==> src/rtl/desc_trk_pkg.sv <==
package desc_trk_pkg;
    typedef enum logic {
        CPL_OK      = 1'b0,
        CPL_ABORTED = 1'b1
    } cpl_status_e;

    localparam int GEN_W = 2;
endpackage

==> src/rtl/desc_req_fifo.sv <==
module desc_req_fifo #(
    parameter int WIDTH = 12,
    parameter int DEPTH = 8
) (
    input  logic             clk,
    input  logic             rst_n,
    input  logic             push,
    input  logic [WIDTH-1:0] din,
    input  logic             pop,
    output logic [WIDTH-1:0] dout,
    output logic             full,
    output logic             empty
);
    localparam int PTR_W = (DEPTH > 1) ? $clog2(DEPTH) : 1;
    localparam int OCC_W = $clog2(DEPTH + 1);

    typedef struct packed {
        logic [PTR_W-1:0] rd;
        logic [PTR_W-1:0] wr;
        logic [OCC_W-1:0] occ;
    } ptr_t;

    ptr_t p_d, p_q;
    logic [WIDTH-1:0] mem [DEPTH];

    function automatic logic [PTR_W-1:0] bump(input logic [PTR_W-1:0] p);
        return (p == PTR_W'(DEPTH - 1)) ? '0 : p + 1'b1;
    endfunction

    assign full  = (p_q.occ == OCC_W'(DEPTH));
    assign empty = (p_q.occ == '0);
    assign dout  = mem[p_q.rd];

    always_comb begin
        p_d = p_q;
        if (push && !full) p_d.wr = bump(p_q.wr);
        if (pop && !empty) p_d.rd = bump(p_q.rd);
        case ({push && !full, pop && !empty})
            2'b10:   p_d.occ = p_q.occ + 1'b1;
            2'b01:   p_d.occ = p_q.occ - 1'b1;
            default: p_d.occ = p_q.occ;
        endcase
    end

    always_ff @(posedge clk or negedge rst_n) begin
        if (!rst_n) p_q <= '0;
        else        p_q <= p_d;
    end

    always_ff @(posedge clk) begin
        if (push && !full) mem[p_q.wr] <= din;
    end
endmodule

==> src/rtl/desc_free_calc.sv <==
module desc_free_calc #(
    parameter int RING_SIZE = 16,
    parameter int CNT_W     = 16
) (
    input  logic [CNT_W-1:0] added,
    input  logic [CNT_W-1:0] removed,
    output logic [CNT_W-1:0] free_cnt
);
    localparam logic [CNT_W-1:0] CAPACITY = CNT_W'(RING_SIZE - 1);
    logic [CNT_W-1:0] in_flight;

    assign in_flight = added - removed;
    assign free_cnt  = CAPACITY - in_flight;
endmodule

==> src/rtl/desc_retire_tracker.sv <==
module desc_retire_tracker
    import desc_trk_pkg::*;
#(
    parameter int RING_SIZE   = 16,
    parameter int QUEUE_DEPTH = 8,
    parameter int TAG_W       = 4,
    parameter int CNT_W       = 16,
    localparam int IDX_W      = $clog2(RING_SIZE)
) (
    input  logic             clk,
    input  logic             rst_n,
    input  logic             running,
    input  logic [IDX_W-1:0] hw_head,
    input  logic             push_valid,
    input  logic [TAG_W-1:0] push_tag,
    input  logic [IDX_W-1:0] push_ndesc,
    input  logic [IDX_W-1:0] push_lead,
    input  logic             abort,
    output logic             push_ready,
    output logic             cpl_valid,
    output logic [TAG_W-1:0] cpl_tag,
    output logic             cpl_status,
    output logic             ret_valid,
    output logic             ret_owned,
    output logic [IDX_W-1:0] sw_head,
    output logic [IDX_W-1:0] sw_tail,
    output logic [1:0]       gen,
    output logic [CNT_W-1:0] free_cnt
);
    localparam int ENTRY_W = TAG_W + 2 * IDX_W;
    localparam logic [IDX_W:0] RING_EXT = (IDX_W + 1)'(RING_SIZE);

    typedef struct packed {
        logic [TAG_W-1:0] tag;
        logic [IDX_W-1:0] first;
        logic [IDX_W-1:0] stop;
    } req_t;

    typedef struct packed {
        logic [IDX_W-1:0] head;
        logic [IDX_W-1:0] tail;
        logic [GEN_W-1:0] gen;
        logic [CNT_W-1:0] added;
        logic [CNT_W-1:0] removed;
        logic             drain;
        logic             resync;
        logic             cpl_valid;
        logic [TAG_W-1:0] cpl_tag;
        cpl_status_e      cpl_status;
        logic             ret_valid;
        logic             ret_owned;
    } state_t;

    state_t s_d, s_q;
    req_t   front, entry;
    logic   q_push, q_pop, q_full, q_empty;
    logic [ENTRY_W-1:0] q_dout;

    // exported for the bound checker
    logic [CNT_W-1:0] removed_mon;
    logic             resync_mon, drain_mon;

    // {wrapped, index} of a + b modulo RING_SIZE
    function automatic logic [IDX_W:0] ring_sum(input logic [IDX_W-1:0] a,
                                                input logic [IDX_W-1:0] b);
        logic [IDX_W:0] s;
        s = {1'b0, a} + {1'b0, b};
        if (s >= RING_EXT) return {1'b1, IDX_W'(s - RING_EXT)};
        return {1'b0, s[IDX_W-1:0]};
    endfunction

    // (a - b) modulo RING_SIZE
    function automatic logic [IDX_W-1:0] ring_diff(input logic [IDX_W-1:0] a,
                                                   input logic [IDX_W-1:0] b);
        if (a >= b) return a - b;
        return IDX_W'({1'b0, a} + RING_EXT - {1'b0, b});
    endfunction

    desc_req_fifo #(.WIDTH(ENTRY_W), .DEPTH(QUEUE_DEPTH)) u_queue (
        .clk   (clk),
        .rst_n (rst_n),
        .push  (q_push),
        .din   (entry),
        .pop   (q_pop),
        .dout  (q_dout),
        .full  (q_full),
        .empty (q_empty)
    );

    desc_free_calc #(.RING_SIZE(RING_SIZE), .CNT_W(CNT_W)) u_free (
        .added    (s_q.added),
        .removed  (s_q.removed),
        .free_cnt (free_cnt)
    );

    assign front      = req_t'(q_dout);
    assign push_ready = !q_full && !s_q.drain;

    always_comb begin
        logic [IDX_W:0] nxt;
        logic [IDX_W:0] t_stop;
        logic [IDX_W:0] t_first;
        s_d           = s_q;
        s_d.cpl_valid = 1'b0;
        s_d.ret_valid = 1'b0;
        s_d.ret_owned = 1'b0;
        q_pop         = 1'b0;
        q_push        = 1'b0;
        entry         = '0;
        nxt           = '0;
        t_stop        = '0;
        t_first       = '0;

        if (s_q.drain) begin
            if (!q_empty) begin
                q_pop          = 1'b1;
                s_d.cpl_valid  = 1'b1;
                s_d.cpl_tag    = front.tag;
                s_d.cpl_status = CPL_ABORTED;
            end else begin
                if (s_q.resync) begin
                    s_d.head    = '0;
                    s_d.tail    = '0;
                    s_d.gen     = '0;
                    s_d.removed = s_q.added;
                end
                s_d.drain  = 1'b0;
                s_d.resync = 1'b0;
            end
        end else if (running && (s_q.head != hw_head)) begin
            nxt           = ring_sum(s_q.head, IDX_W'(1));
            s_d.head      = nxt[IDX_W-1:0];
            s_d.removed   = s_q.removed + 1'b1;
            s_d.ret_valid = 1'b1;
            s_d.ret_owned = !q_empty &&
                (ring_diff(s_q.head, front.first) < ring_diff(front.stop, front.first));
            if (!q_empty && (nxt[IDX_W-1:0] == front.stop)) begin
                q_pop          = 1'b1;
                s_d.cpl_valid  = 1'b1;
                s_d.cpl_tag    = front.tag;
                s_d.cpl_status = CPL_OK;
            end
        end

        if (push_valid && push_ready) begin
            q_push = 1'b1;
            if (running) begin
                t_first     = ring_sum(s_q.tail, push_lead);
                t_stop      = ring_sum(s_q.tail, push_ndesc);
                entry       = '{tag: push_tag, first: t_first[IDX_W-1:0],
                                stop: t_stop[IDX_W-1:0]};
                s_d.tail    = t_stop[IDX_W-1:0];
                s_d.gen     = s_q.gen + GEN_W'(t_stop[IDX_W]);
                s_d.added   = s_q.added + CNT_W'(push_ndesc);
            end else begin
                entry     = '{tag: push_tag, first: '0, stop: '0};
                s_d.drain = 1'b1;
            end
        end

        if (abort) begin
            s_d.drain  = 1'b1;
            s_d.resync = 1'b1;
        end
    end

    always_ff @(posedge clk or negedge rst_n) begin
        if (!rst_n) begin
            s_q            <= '0;
            s_q.cpl_status <= CPL_OK;
        end else begin
            s_q <= s_d;
        end
    end

    assign cpl_valid   = s_q.cpl_valid;
    assign cpl_tag     = s_q.cpl_tag;
    assign cpl_status  = s_q.cpl_status;
    assign ret_valid   = s_q.ret_valid;
    assign ret_owned   = s_q.ret_owned;
    assign sw_head     = s_q.head;
    assign sw_tail     = s_q.tail;
    assign gen         = s_q.gen;
    assign removed_mon = s_q.removed;
    assign resync_mon  = s_q.resync;
    assign drain_mon   = s_q.drain;
endmodule

==> config.mk <==
export PLATFORM = sky130hd
export DESIGN_NAME = desc_retire_tracker
export DESIGN_NICKNAME = d
export VERILOG_FILES = /design/src/rtl/desc_trk_pkg.sv /design/src/rtl/desc_req_fifo.sv /design/src/rtl/desc_free_calc.sv /design/src/rtl/desc_retire_tracker.sv
export SDC_FILE = /design/constraint.sdc
export NUM_CORES = 1
export LEC_CHECK = 0
export BUFFER_PORTS_ARGS = -buffer_cell sky130_fd_sc_hd__buf_2
export CORE_MARGIN = 4
export CORE_UTILIZATION = 45
export CTS_BUF_LIST = sky130_fd_sc_hd__clkbuf_8
export DETAILED_ROUTE_END_ITERATION = 16
export GPL_ROUTABILITY_DRIVEN = 0
export PLACE_DENSITY_LB_ADDON = 0.12
export SLEW_MARGIN = 15
export SYNTH_ARGS = -nofsm -noshare
export SYNTH_HDL_FRONTEND = slang
export SYNTH_SLANG_ARGS = --single-unit
==> constraint.sdc <==
create_clock -name clk -period 4.5 [get_ports clk]
set_input_delay 0.225 -clock clk [delete_from_list [all_inputs] [get_ports clk]]
set_output_delay 0.225 -clock clk [all_outputs]
set_load 0.01 [all_outputs]
==> impl_metrics.tcl <==
set metrics [dict create \
    status "finished, final reports clean" \
    powerDensity_nw_per_um2 686.9 \
    holdPathStages 2 \
    synth_cell_types 61 \
    reg2regPathDepth 12 \
    drc 0 \
    timing.final.max_slew_violations 0 \
    worstMarginPinSlew_ns 0.9439 \
    crit_required_ns 4.28 \
    core_sq_um 18830 \
    min_from "running" \
    critPathMaxFanout 4 \
    crit_path_start_kind "register" \
    rsz0062_at_grt "false" \
    netlist_area_sq_um 8675 \
    clk_latency_ns 0.45 \
    cp_slowest_cell "a41oi_1" \
    finClkSkew_ns 0.01970 \
    r2r_start "u_queue.p_q[7]$_DFFE_PN0P_" \
    peakVddDrop_mv 0.2613 \
    clkTransAtPathRegs_ns 0.10 \
    avgSynthCellArea_sq_um 12.27 \
    io_buffers 55 \
    final_layout_size_suffix_gt1_frac 0.1920 \
    grt_pass1_vias 6011 \
    die_height_microns 146.8 \
    die_width_microns 146.8 \
    grt_pass1_wl_microns 32140 \
    cts_buffer_depth 2 \
    grt_start_max_net_pins 63 \
    yosysSeqAreaShare 0.5112 \
    start_util 0.4607 \
    fin_crit_ns 3.768 \
    antenna_found_initial 0 \
    synthArstFlopShare 0.3924 \
    hold_viol_final 0 \
    cap_violations 0 \
    num_vias 5769 \
    ys_warn_count 0 \
    slew_headroom 0.3694 \
    avgRoutedWirePerCell_microns 18.75 \
    grt_remaining_overflow 0 \
    synth-seq-cells 158 \
    setup_viol 0 \
    endpoint_kind "output port" \
    cts_resized 0 \
    worst-path-buf-inv 2 \
    boundaryPins 56 \
    r2r-end "u_queue.p_q[3]$_DFFE_PN0P_" \
    final_util 0.5098 \
    arrival_ns 3.54 \
    min_to "drain_mon$_DFF_PN0_" \
    cpPeakStageDelay_ns 0.45 \
    dp_hpwl_microns 14200 \
    path_delay_family "compound AO/OA/AOI/OAI gates" \
    tns_ns 0 \
    cts_tree "yes" \
    cts_setup_buffers 0 \
    cts_buffers 17 \
    synth_edf_count 96 \
    syn_to_final_growth_pct 10.66 \
    finalCritPeriodShare 0.8374 \
    htreeDepth 4 \
    ant_nets 0 \
    critPathKind "register to output port" \
    synth_ff_type "edfxtp_1" \
    cp_cell_sequence "inv_1, ha_1, ha_1, fa_1, a21o_1, a21oi_1, o21ai_0, a41oi_1, o21ai_0, xnor2_1, buf_2" \
    drt_first_pass_iters 6 \
    routed_wl_microns 19430 \
    insertedDiodeCount 0 \
    synth_nets 794 \
    rrSetupSlack_ns 0.83 \
    leakagePower_uw 0.004054 \
    cts_root_buf "clkbuf_8" \
    dieArea_sq_um 21560 \
    hold_path.class "input pin to register" \
    num_rows 50 \
    max_freq_ghz 0.2654 \
    drt_iter0_markers 265 \
    gr-usage-all-layers 0.1890 \
    viasPerCell 5.569 \
    cts_num_sinks 158 \
    netlist_instances 707 \
    final_nets 850 \
]
[area by class of cell]
type / count / area, sq um
tap: 260 / 325.3
inverter: 40 / 150.1
multi-input combinational: 471 / 3875
clock inverter: 15 / 150.1
clock buffer: 17 / 234.0
fill: 1627 / 9231
sequential: 158 / 4434
timing repair buffer: 75 / 430.4
[routing by layer]
layer | share of wire | vias up | track usage
met3 | 0.041 | 23 | 0.03115
met4 | 0.018 | 0 | 0.05786
li1 | - | 2706 | -
met1 | 0.44 | 2909 | 0.2475
met2 | 0.50 | 131 | 0.3238
met5 | 0 | - | 0
[cell usage after synthesis, types with 8 or more instances]
cell / count / area, sq um
nor2_1: 38 / 142.6
edfxtp_1: 96 / 2883
a21oi_1: 39 / 195.2
clkbuf_1: 13 / 48.80
xnor2_1: 37 / 324.1
nor3_1: 19 / 95.09
nor2b_1: 8 / 50.05
o21ai_0: 25 / 125.1
mux2i_1: 17 / 170.2
xor2_1: 13 / 113.9
dfrtp_1: 62 / 1551
a22oi_1: 8 / 60.06
a21o_1: 23 / 172.7
nand2_1: 35 / 131.4
nand3_1: 23 / 115.1
mux4_2: 19 / 427.9
ha_1: 59 / 738.2
inv_1: 40 / 150.1
and3_1: 15 / 93.84
buf_4: 15 / 112.6
[power by group]
| group | internal, uW | switching [uW] | leakage, uW |
|---|---|---|---|
| Combinational | 1640 | 1830 | 0.00218 |
| Clock | 409 | 596 | 0.000182 |
| Sequential | 1760 | 369 | 0.00169 |
| Total | 3800 | 2790 | 0.00405 |
[layout by cell type (no fill, tap or decap), types with 3 or more instances in the layout]
cell type   netlist  routed
edfxtp_1         96      96
dfrtp_1          62      62
ha_1             59      59
buf_2             7      55
inv_1            40      40
a21oi_1          39      39
nor2_1           38      38
xnor2_1          37      37
nand2_1          35      35
o21ai_0          25      25
nand3_1          23      23
a21o_1           23      23
mux4_2           19      19
nor3_1           19      19
buf_4            15      18
mux2i_1          17      17
clkbuf_8          0      17
and3_1           15      15
xor2_1           13      13
nor2b_1           8       8
a22oi_1           8       8
and2_1            7       7
nand4_1           7       7
mux2_2            7       7
a211oi_1          7       7
fa_1              7       7
o31ai_1           5       5
inv_6             0       5
nor3b_1           4       4
nand2b_1          4       4
a31oi_1           4       4
clkinvlp_4        0       4
mux2_4            3       3
clkinv_8          0       3
[worst register-to-register path, delay by kind of cell (launching register included)]
| family | cells | cell delay (ns) |
|---|---|---|
| xor+xnor | 3 | 0.49 |
| flops | 1 | 0.91 |
| compound gates | 3 | 0.60 |
| simple gates | 2 | 0.19 |
| fa+ha+maj | 2 | 0.52 |
| mux | 2 | 0.83 |
[flip-flops by register name, summed over array words and instances (netlist names), 2 cells and up]
register and count:
s_q 16, cpl_tag 4, u_queue.p_q 10, u_queue.mem 96, removed_mon 16, sw_tail 4
sw_head 4, gen 2
[metrics by stage]
| step | power, uW | setup slack (ns) | hold slack [ns] | std cells | area (sq um) |
|---|---|---|---|---|---|
| after detailed placement | 5661 | 0.8280 | 0.4714 | 1002 | 9195 |
| after global routing | 7203 | 0.4153 | 0.1502 | 1036 | 9599 |
| final | 6594 | 0.7315 | 0.1527 | 1036 | 9599 |
| after floorplan | 4760 | 1.145 | -0.07059 | 707 | 8675 |
| after global placement | 5531 | 0.9854 | 0.4522 | 1002 | 9195 |
| after CTS | 6680 | 0.6358 | 0.1226 | 1036 | 9599 |
[kinds of logic (layout without fill, tap and decap cells)]
group                    Yosys count  after routing  synth area share
buffers and inverters             78            147           0.04428
flip-flops                       158            158            0.5112
AO/OA/AOI/OAI                    131            131           0.09981
multiplexers                      47             47           0.08582
adder cells (fa/ha/maj)           66             66            0.1013
AND/OR/NAND/NOR                  177            177            0.1072
XOR/XNOR                          50             50           0.05048
[how the worst max path moves through the flow]
stage / from / end / slack [ns] / cells after the start
CTS: s_q[27]$_DFFE_PN0P_ / free_cnt[15] / 0.64 / 11
global route: s_q[27]$_DFFE_PN0P_ / free_cnt[15] / 0.42 / 11
global placement: u_queue.p_q[7]$_DFFE_PN0P_ / u_queue.p_q[3]$_DFFE_PN0P_ / 0.99 / 12
detailed placement: u_queue.p_q[7]$_DFFE_PN0P_ / u_queue.p_q[3]$_DFFE_PN0P_ / 0.83 / 12
finish: s_q[27]$_DFFE_PN0P_ / free_cnt[15] / 0.73 / 11
floorplan: u_queue.p_q[7]$_DFFE_PN0P_ / ret_owned$_DFF_PN0_ / 1.14 / 13
[repair_timing]
item / 4_1_cts / 5_1_grt
hold endpoints to repair: 53 / 0
hold buffers: 2 / 0
endpoints found under the setup margin: 0 / 0
Note: power is estimated with default switching activity, not from simulation.
